**src/rtl/cpu_seq_ctrl.sv**
```systemverilog
module cpu_seq_ctrl #(
  parameter int RST_LEN = 4,
  parameter int VW = 8,
  parameter int AW = 20,
  parameter logic [AW-1:0] RESET_ADDR = 20'hFFFF0,
  parameter logic [VW-1:0] NMI_VEC = 8'd2
) (
  input  logic          clk,
  input  logic          rst_raw,
  input  logic          intr,
  input  logic          nmi,
  input  logic          hold,
  input  logic          bus_idle,
  input  logic          insn_done,
  input  logic          if_flag,
  input  logic [VW-1:0] vec_in,
  output logic          core_rst,
  output logic [AW-1:0] start_addr,
  output logic          if_clear,
  output logic          vec_req,
  output logic [VW-1:0] vec_num,
  output logic          inta,
  output logic          hlda,
  output logic          bus_float
);

  typedef enum logic [2:0] {I_IDLE, I_ACK1, I_GAP, I_ACK2, I_VEC} int_st_t;
  typedef enum logic [1:0] {H_RUN, H_FLOAT, H_ACK} hold_st_t;

  logic [RST_LEN-1:0] rst_sh;
  int_st_t   ist;
  hold_st_t  hst;
  logic      nmi_q, nmi_pend;
  logic [VW-1:0] vec_reg;
  logic      int_idle, bus_ours, take_nmi, take_intr, grant;

  always_ff @(posedge clk) rst_sh <= {rst_sh[RST_LEN-2:0], rst_raw};

  assign core_rst   = &rst_sh;
  assign start_addr = RESET_ADDR;

  assign int_idle  = (ist == I_IDLE);
  assign bus_ours  = (hst == H_RUN);
  assign take_nmi  = insn_done & nmi_pend & int_idle & bus_ours;
  assign take_intr = insn_done & intr & if_flag & ~nmi_pend & int_idle & bus_ours;
  assign grant     = hold & bus_idle & int_idle & bus_ours & ~take_nmi & ~take_intr;

  always_ff @(posedge clk) begin
    if (core_rst) begin
      ist      <= I_IDLE;
      nmi_q    <= nmi;
      nmi_pend <= 1'b0;
      vec_reg  <= '0;
    end else begin
      nmi_q <= nmi;
      if (nmi & ~nmi_q)  nmi_pend <= 1'b1;
      else if (take_nmi) nmi_pend <= 1'b0;
      case (ist)
        I_IDLE: begin
          if (take_nmi) begin
            ist     <= I_VEC;
            vec_reg <= NMI_VEC;
          end else if (take_intr) begin
            ist <= I_ACK1;
          end
        end
        I_ACK1: ist <= I_GAP;
        I_GAP:  ist <= I_ACK2;
        I_ACK2: begin
          ist     <= I_VEC;
          vec_reg <= vec_in;
        end
        I_VEC:  ist <= I_IDLE;
        default: ist <= I_IDLE;
      endcase
    end
  end

  always_ff @(posedge clk) begin
    if (core_rst) hst <= H_RUN;
    else begin
      case (hst)
        H_RUN:   if (grant) hst <= H_FLOAT;
        H_FLOAT: hst <= H_ACK;
        H_ACK:   if (!hold) hst <= H_RUN;
        default: hst <= H_RUN;
      endcase
    end
  end

  assign inta      = (ist == I_ACK1) | (ist == I_ACK2);
  assign vec_req   = (ist == I_VEC);
  assign vec_num   = vec_reg;
  assign if_clear  = core_rst | vec_req;
  assign bus_float = (hst != H_RUN);
  assign hlda      = (hst == H_ACK);

  assert_reset_needs_raw_R1: assert property (@(posedge clk)
    $rose(core_rst) |-> $past(rst_raw));

  assert_quiet_after_reset_R2: assert property (@(posedge clk)
    $fell(core_rst) |-> (!inta && !vec_req && !hlda && !bus_float));

  assert_inta_at_boundary_R3: assert property (@(posedge clk) disable iff (core_rst !== 1'b0)
    $rose(inta) && !$past(inta, 2) |-> $past(insn_done) && $past(intr) && $past(if_flag));

  assert_vec_after_ack_R4: assert property (@(posedge clk) disable iff (core_rst !== 1'b0)
    $rose(vec_req) && $past(inta) |-> vec_num == $past(vec_in));

  assert_nmi_vector_R5: assert property (@(posedge clk) disable iff (core_rst !== 1'b0)
    $rose(vec_req) && !$past(inta) |-> vec_num == NMI_VEC);

  assert_hlda_after_float_R7: assert property (@(posedge clk) disable iff (core_rst !== 1'b0)
    $rose(hlda) |-> $past(bus_float));

  assert_release_R8: assert property (@(posedge clk) disable iff (core_rst !== 1'b0)
    hlda && !hold |=> !hlda && !bus_float);

  assert_no_ack_while_floated_R8: assert property (@(posedge clk) disable iff (core_rst !== 1'b0)
    bus_float && $past(bus_float) |-> !$rose(inta));

endmodule

```
**config.mk**
```make
export PLATFORM = sky130hd
export DESIGN_NAME = cpu_seq_ctrl
export DESIGN_NICKNAME = d
export VERILOG_FILES = /design/src/rtl/cpu_seq_ctrl.sv
export SDC_FILE = /design/constraint.sdc
export NUM_CORES = 1
export LEC_CHECK = 0
export ABC_CLOCK_PERIOD_IN_PS = 2600
export BUFFER_PORTS_ARGS = -buffer_cell sky130_fd_sc_hd__buf_2
export CELL_PAD_IN_SITES_DETAIL_PLACEMENT = 0
export CELL_PAD_IN_SITES_GLOBAL_PLACEMENT = 1
export CORE_UTILIZATION = 32
export CTS_CLUSTER_SIZE = 16
export DETAILED_ROUTE_END_ITERATION = 10
export PLACE_DENSITY = 0.85
export SETUP_SLACK_MARGIN = 0.2
export SYNTH_ARGS = -nofsm -noshare
export SYNTH_HDL_FRONTEND = slang
export SYNTH_SLANG_ARGS = --single-unit
```
**constraint.sdc**
```tcl
create_clock -name clk -period 2.6 [get_ports clk]
set_clock_uncertainty 0.15 [all_clocks]
set_input_delay 0.26 -clock clk [delete_from_list [all_inputs] [get_ports clk]]
set_output_delay 0.26 -clock clk [all_outputs]
set_load 0.005 [all_outputs]
```
==> metrics.yaml, run 1 <==
run_status:
  status: "completed"
timing:
  drv_slew: 0
  fmax_mhz: 555.3
  setup_ws_ps: 799.0
  layout_min_cycle_time_ps: 1801
  finalHoldViolations: 0
  setup_viol: 0
  tns_ps: 0
  fin_crit_sh_pct: 69.27
  rsz0062_at_grt: "false"
worst_setup_path:
  cp_data_required_time_ps: 2190
  crit_path_start_kind: "flop"
  arrival_ps: 1390
  ff2ff_setup_slack_ps: 970
  rr_startpoint: "ist[1]"
  r2r-end: "vec_num[1]"
  setup.worst_path.end_class: "output pin"
  crit_type: "flop to output pin"
  cp_max_fo: 6
  reg2reg_depth: 3
drt:
  drt-wirelength-per-cell_um: 10.03
  route.detailed.drc: 0
  drt_pass1_iterations: 3
  dr.first_iter.drc_count: 6
  viasPerCell: 4.421
  drt-total-wl_um: 1594
  vias: 703
  antenna_left: 0
yosys:
  synth.yosys.seq_area_share_pct: 42.64
  synth-xor-area-share_pct: 0.9818
  yosysTopAreaCellShare_pct: 42.64
  ys_seq_elements: 19
  yosys.area.top_type: "dfxtp_1"
  synth_ff_type: "dfxtp_1"
  synth_fa_ha_area_share_pct: 0
  synth.distinct_cells: 27
  ys_top_cells_by_area: "dfxtp_1, buf_4, a21oi_1"
  synth_top_family_by_area: "buffers and inverters"
  synth_edf_count: 0
  avgSynthCellArea_um2: 8.833
  synthMuxAreaShare_pct: 0
  netlist_area_um2: 892.1
  synthArstFlopShare_pct: 0
  synth-simple-area-share_pct: 19.21
  synth_compound_area_share_pct: 14.87
  ys_warn_count: 0
  syn_inst: 101
power:
  swShare_pct: 35.19
  seqPwrFrac_pct: 47.7
  power.leakage_nw: 0.4906
  p_switching_uw: 346.6
  combPwrFrac_pct: 37.4
  intPower_uw: 638.3
  powerDensity_nw_per_um2: 976.6
  peakVddDrop_v: 0.0004272
  power.share.clock_pct: 14.9
place:
  placed_cell_area_um2: 962.2
  port_buffers: 29
  post-dp-hpwl_um: 1227
  pre_cts_slack_ps: 984.4
  place.gp.congestion: 0.6890
final_layout:
  layout_common_cells: "buf_2, conb_1, dfxtp_1, a21oi_1, nand2_1"
  drive_gt1_share_pct: 27.91
  fill_cells: 294
  area_growth_syn_to_layout_pct: 13.04
  num_antenna_cells: 0
  nets: 146
  mostFrequentLayoutCell: "buf_2"
  fin_util_pct: 39.63
  design_area_um2: 1008
global_routing:
  grt_start_max_net_pins: 12
  globalRouteTotalUtil_pct: 11.62
  grt_pass1_wl_um: 2415
  first_global_vias: 593
  antenna_found_initial: 0
  grt-ovfl-total: 0
floorplan:
  die_area_um2: 3003
  fp-row-count: 18
  core-area_um2: 2545
  start_util_pct: 35.05
  die_height_um: 54.80
  die-width_um: 54.80
  ioPinCount: 50
clocking:
  path_clk_slew_ps: 110
  clock_sinks: 19
  cts-hold-fix-buffers: 2
  cts_resized: 0
  cts_tree: "done"
  htreeDepth: 1
  root_buffer: "clkbuf_4"
  cts_setup_buffers: 0
  clk_path_buf_depth: 2
  clk_latency_ps: 290
  cts_made_buffers: 3
worst_hold_path:
  hp-start: "vec_in[2]"
  hold_depth: 3
  min_path_type: "primary input to flop"
  hold-path-endpoint: "vec_num[2]"
flow_run:
  max-cap-violations: 0
## layer usage
| metal | vias to the layer above | wire [um] | GRT usage [%] |
|---|---|---|---|
| li1 | 354 | - | - |
| met1 | 326 | 677 | 13.04 |
| met2 | 21 | 827 | 19.48 |
| met3 | 2 | 76 | 3.333 |
| met4 | 0 | 13 | 6.410 |
| met5 | - | 0 | 0 |
## power groups by stage
stage | Clock, mW | Combinational [mW] | Sequential, mW
after global placement | 0 | 0.366 | 0.468
after detailed placement | 0 | 0.369 | 0.477
final | 0.147 | 0.368 | 0.470
after floorplan | 0 | 0.311 | 0.457
after CTS | 0.151 | 0.373 | 0.469
after global routing | 0.167 | 0.419 | 0.486
## cell usage after synthesis (2+ instances only)
master and instances:
clkbuf_1 4, nor2b_1 3, nand2_1 8, nor2_1 6, conb_1 2, buf_6 2
a21oi_1 11, buf_4 20, dfxtp_1 19, nor3_1 3, o211ai_1 7
## how the worst max path moves through the flow
| stage | from | end | slack [ps] | cells after the start |
|---|---|---|---|---|
| detailed placement | ist[1] | vec_num[1] | 980 | 3 |
| global route | ist[0] | if_clear | 680 | 4 |
| global placement | ist[1] | vec_num[1] | 1020 | 3 |
| floorplan | ist[0] | vec_num[1] | 950 | 5 |
| CTS | ist[1] | if_clear | 790 | 4 |
| finish | ist[1] | if_clear | 800 | 4 |
## worst max-delay path: stages, from the launching register on
cell and delay, ps:
dfxtp_1 440, nor2_1 90, and2_1 160, or2_2 280, buf_2 130
## flip-flops by register name, summed over array words and instances, names as in the netlist
name,flops
hst,2
ist,3
nmi_pend,1
nmi_q,1
rst_sh,4
vec_num,8
## cell families after synthesis
| logic type | count (synthesis) |
|---|---|
| buffers and inverters | 27 |
| AO/OA/AOI/OAI | 21 |
| AND/OR/NAND/NOR | 31 |
| flip-flops | 19 |
| other | 2 |
| XOR/XNOR | 1 |
## final cells by class
type	instances	area (um^2)	area share (%)
sequential	19	380.4	37.72
inverter	1	3.754	0.3722
timing repair buffer	32	172.7	17.12
clock buffer	4	26.28	2.605
multi-input combinational	73	387.9	38.46
tap	30	37.54	3.722
## through the flow
step                hold slack [ps]  std cells  total power, mW
detailed placement            183.7        153           0.8459
floorplan                     137.7        119           0.7675
finish                        42.04        159           0.9849
CTS                           41.12        159           0.9924
global placement              179.1        153           0.8337
global route                  38.34        159            1.072
Power figures use the tool's default switching activity.
==> inputs of run 2 (changes only) <==
--- a/config.mk
+++ b/config.mk
@@ -5,14 +5,14 @@
 export SDC_FILE = /design/constraint.sdc
 export NUM_CORES = 1
 export LEC_CHECK = 0
-export ABC_CLOCK_PERIOD_IN_PS = 2600
+export ABC_CLOCK_PERIOD_IN_PS = 1500
 export BUFFER_PORTS_ARGS = -buffer_cell sky130_fd_sc_hd__buf_2
 export CELL_PAD_IN_SITES_DETAIL_PLACEMENT = 0
 export CELL_PAD_IN_SITES_GLOBAL_PLACEMENT = 1
-export CORE_UTILIZATION = 32
+export CORE_UTILIZATION = 27
 export CTS_CLUSTER_SIZE = 16
 export DETAILED_ROUTE_END_ITERATION = 10
-export PLACE_DENSITY = 0.85
+export PLACE_DENSITY = 0.77
 export SETUP_SLACK_MARGIN = 0.2
 export SYNTH_ARGS = -nofsm -noshare
 export SYNTH_HDL_FRONTEND = slang
==> constraint.sdc (replaced) <==
create_clock -name clk -period 1.5 [get_ports clk]
set_clock_uncertainty 0.15 [all_clocks]
set_input_delay 0.15 -clock clk [delete_from_list [all_inputs] [get_ports clk]]
set_output_delay 0.15 -clock clk [all_outputs]
set_load 0.005 [all_outputs]
==> metrics.yaml, run 2 (synthesis gave the netlist of run 1 again) <==
clocking:
  cts_tree: "done"  # unchanged
  cts_made_buffers: 3  # unchanged
  path_clk_slew_ps: 110  # about the same
  clk_latency_ps: 290  # about the same
  htreeDepth: 1  # unchanged
  root_buffer: "clkbuf_4"  # unchanged
  clk_path_buf_depth: 2  # unchanged
  clock_sinks: 19  # unchanged
global_routing:
  grtUsageMet1_pct: 14.57  # was 13.04%
  use_met3_pct: 3.493  # was 3.333%
  grt-ovfl-total: 0  # unchanged
  grt.met2_usage_pct: 22.79  # was 19.48%
  busiest_layer: "met2"  # unchanged
  grt_start_max_net_pins: 14  # was 12
  first_global_vias: 835  # was 593
  grt_pass1_wl_um: 3498  # was 2415 um
  globalRouteTotalUtil_pct: 13.31  # was 11.62%
  antenna_found_initial: 0  # unchanged
timing:
  setup_viol: 7  # was 0
  fin_crit_sh_pct: 105.8
  setup_ws_ps: -87.29  # was 799.0 ps
  tns_ps: -204.8  # was 0 ps
  drv_slew: 0  # unchanged
  layout_min_cycle_time_ps: 1587
  fmax_mhz: 630.0
  finalHoldViolations: 0  # unchanged
  rsz0062_at_grt: "true"  # was false
drt:
  route.detailed.drc: 0  # unchanged
  drt-wirelength-per-cell_um: 11.49  # was 10.03 um
  dr.first_iter.drc_count: 19  # was 6
  viasPerCell: 4.377  # was 4.421
  drt-total-wl_um: 2287  # was 1594 um
  vias: 871  # was 703
  antenna_left: 0  # unchanged
  drt_pass1_iterations: 5  # was 3
floorplan:
  start_util_pct: 28.75  # was 35.05%
  fp-row-count: 20  # was 18
  ioPinCount: 50  # unchanged
  die-width_um: 59.48  # was 54.80 um
  core-area_um2: 3103  # was 2545 um^2
  die_height_um: 59.48  # was 54.80 um
  die_area_um2: 3538  # was 3003 um^2
final_layout:
  mostFrequentLayoutCell: "buf_2"  # unchanged
  layout_common_cells: "buf_2, conb_1, dlygate4sd3_1, dfxtp_1"  # was buf_2, conb_1, dfxtp_1, a21oi_1, nand2_1
  drive_gt1_share_pct: 49.03  # was 27.91%
  nets: 172  # was 146
  num_antenna_cells: 0  # unchanged
  area_growth_syn_to_layout_pct: 54.70  # was 13.04%
  largest_reg_flops: 8  # unchanged
power:
  seqPwrFrac_pct: 35.1  # was 47.7%
  intPower_mw: 1.486  # was 638.3 uW
  combPwrFrac_pct: 53.4  # was 37.4%
  swShare_pct: 35.02  # was 35.19%
  peakVddDrop_v: 0.0007684  # was 0.0004272 V
  p_switching_uw: 800.9  # was 346.6 uW
  power_mw: 2.287  # was 984.9 uW
  powerDensity_nw_per_um2: 1657  # was 976.6 nW/um^2
  power.share.clock_pct: 11.5  # was 14.9%
  power.leakage_nw: 0.6463  # was 0.4906 nW
flow_run:
  max-cap-violations: 0  # unchanged
worst_setup_path:
  cp.buffers_inverters: 2  # was 1
  ff2ff_setup_slack_ps: -60  # was 970 ps
  r2r-end: "vec_num[1]"  # unchanged
  arrival_ps: 1290  # was 1390 ps
  worstPathCellList: "buf_6, nor2_4, and2_4, or2_4, buf_6"  # was nor2_1, and2_1, or2_2, buf_2
  path_depth: 5  # was 4
  crit_path_start_kind: "flop"  # unchanged
  cp_slowest_stage_delay_ps: 380  # was 440 ps
  setup.worst_path.end_class: "output pin"  # unchanged
  cp_data_required_time_ps: 1200  # was 2190 ps
  cp-endpoint: "if_clear"  # unchanged
  cp_max_fo: 3  # was 6
  critical_path.most_common_cell: "buf_6"
  reg2reg_depth: 3  # unchanged
  cp_top_family: "flip-flops"  # was simple AND/OR/NAND/NOR gates
  rr_startpoint: "ist[1]"  # unchanged
  cp_slowest_cell: "dfxtp_2"  # was dfxtp_1
  crit_type: "flop to output pin"  # unchanged
  cp-startpoint: "ist[0]"  # was ist[1]
worst_hold_path:
  min_path_type: "primary input to flop"  # unchanged
  hp-start: "if_flag"  # was vec_in[2]
run_status:
  status: "finished with violations"  # was completed
  violations: "setup timing"
place:
  place.gp.congestion: 0.7291  # was 0.6890
  post-dp-hpwl_um: 1417  # was 1227 um
  port_buffers: 29  # unchanged
run 2: cell types whose count changed in the layout (fill, tap and decap cells not counted), sizes merged:
cell / before / now
or4b: 1 / 2
clkbuf: 4 / 3
dlygate4sd3: 2 / 11
buf: 30 / 46
clkinv: 0 / 1
run 2: metrics by stage:
stage	utilization [%]	hold slack (ps)	worst slack, ps	instance area (um^2)	cells
4_1_cts	43.02	16.46	-70.98	1335	196
3_5_place_dp	34.07	105.8	-43.78	1057	175
5_1_grt	44.48	13.35	-128.7	1380	199
3_3_place_gp	34.07	105.5	-27.52	1057	175
2_1_floorplan	-	27.72	-152.8	975.9	119
6_report	44.48	12.83	-87.29	1380	199
run 2: worst min-delay path by stage:
stage                     slack [ps]  depth (start not counted)    endpoint
after global routing              10                          3  vec_num[1]
after floorplan                   30                          0       nmi_q
after global placement           110                          1   rst_sh[0]
after detailed placement         110                          1   rst_sh[0]
final                             10                          4      hst[0]
after CTS                         20                          4      hst[0]
run 2: layer usage:
layer	part of all wire [%]	vias to the layer above
met4	5.0	0
met3	6.2	15
li1	-	409
met2	52	49
met5	0	-
met1	37	398
run 2: power groups by stage:
stage	sequential [mW]	combinational [mW]	clock, mW
CTS	0.791	1.13	0.263
global route	0.820	1.32	0.294
detailed placement	0.768	0.831	0
floorplan	0.794	0.555	0
global placement	0.758	0.814	0
finish	0.802	1.22	0.263
run 2: worst register-to-register path: cells and delay by family, from the launching register on:
family,cells,cell delay [ps]
flops,1,350
compound gates,1,160
simple gates,2,840
run 2: layout make-up:
cell class,count,area [um^2]
clock inverters,1,5.005
clock buffers,3,22.52
fillers,326,1723
inverters,1,3.754
well taps,44,55.05
flip-flops and latches,19,390.4
multi-input cells,74,462.9
repair buffers,57,440.4
run 2: what timing repair did:
action,4_1_cts,5_1_grt
setup endpoints to repair,18,19
endpoints found under the hold margin,12,0
hold buffers,11,0
gates cloned,1,0
resized for setup,30,7
buffers inserted,5,3
pin swaps,9,6
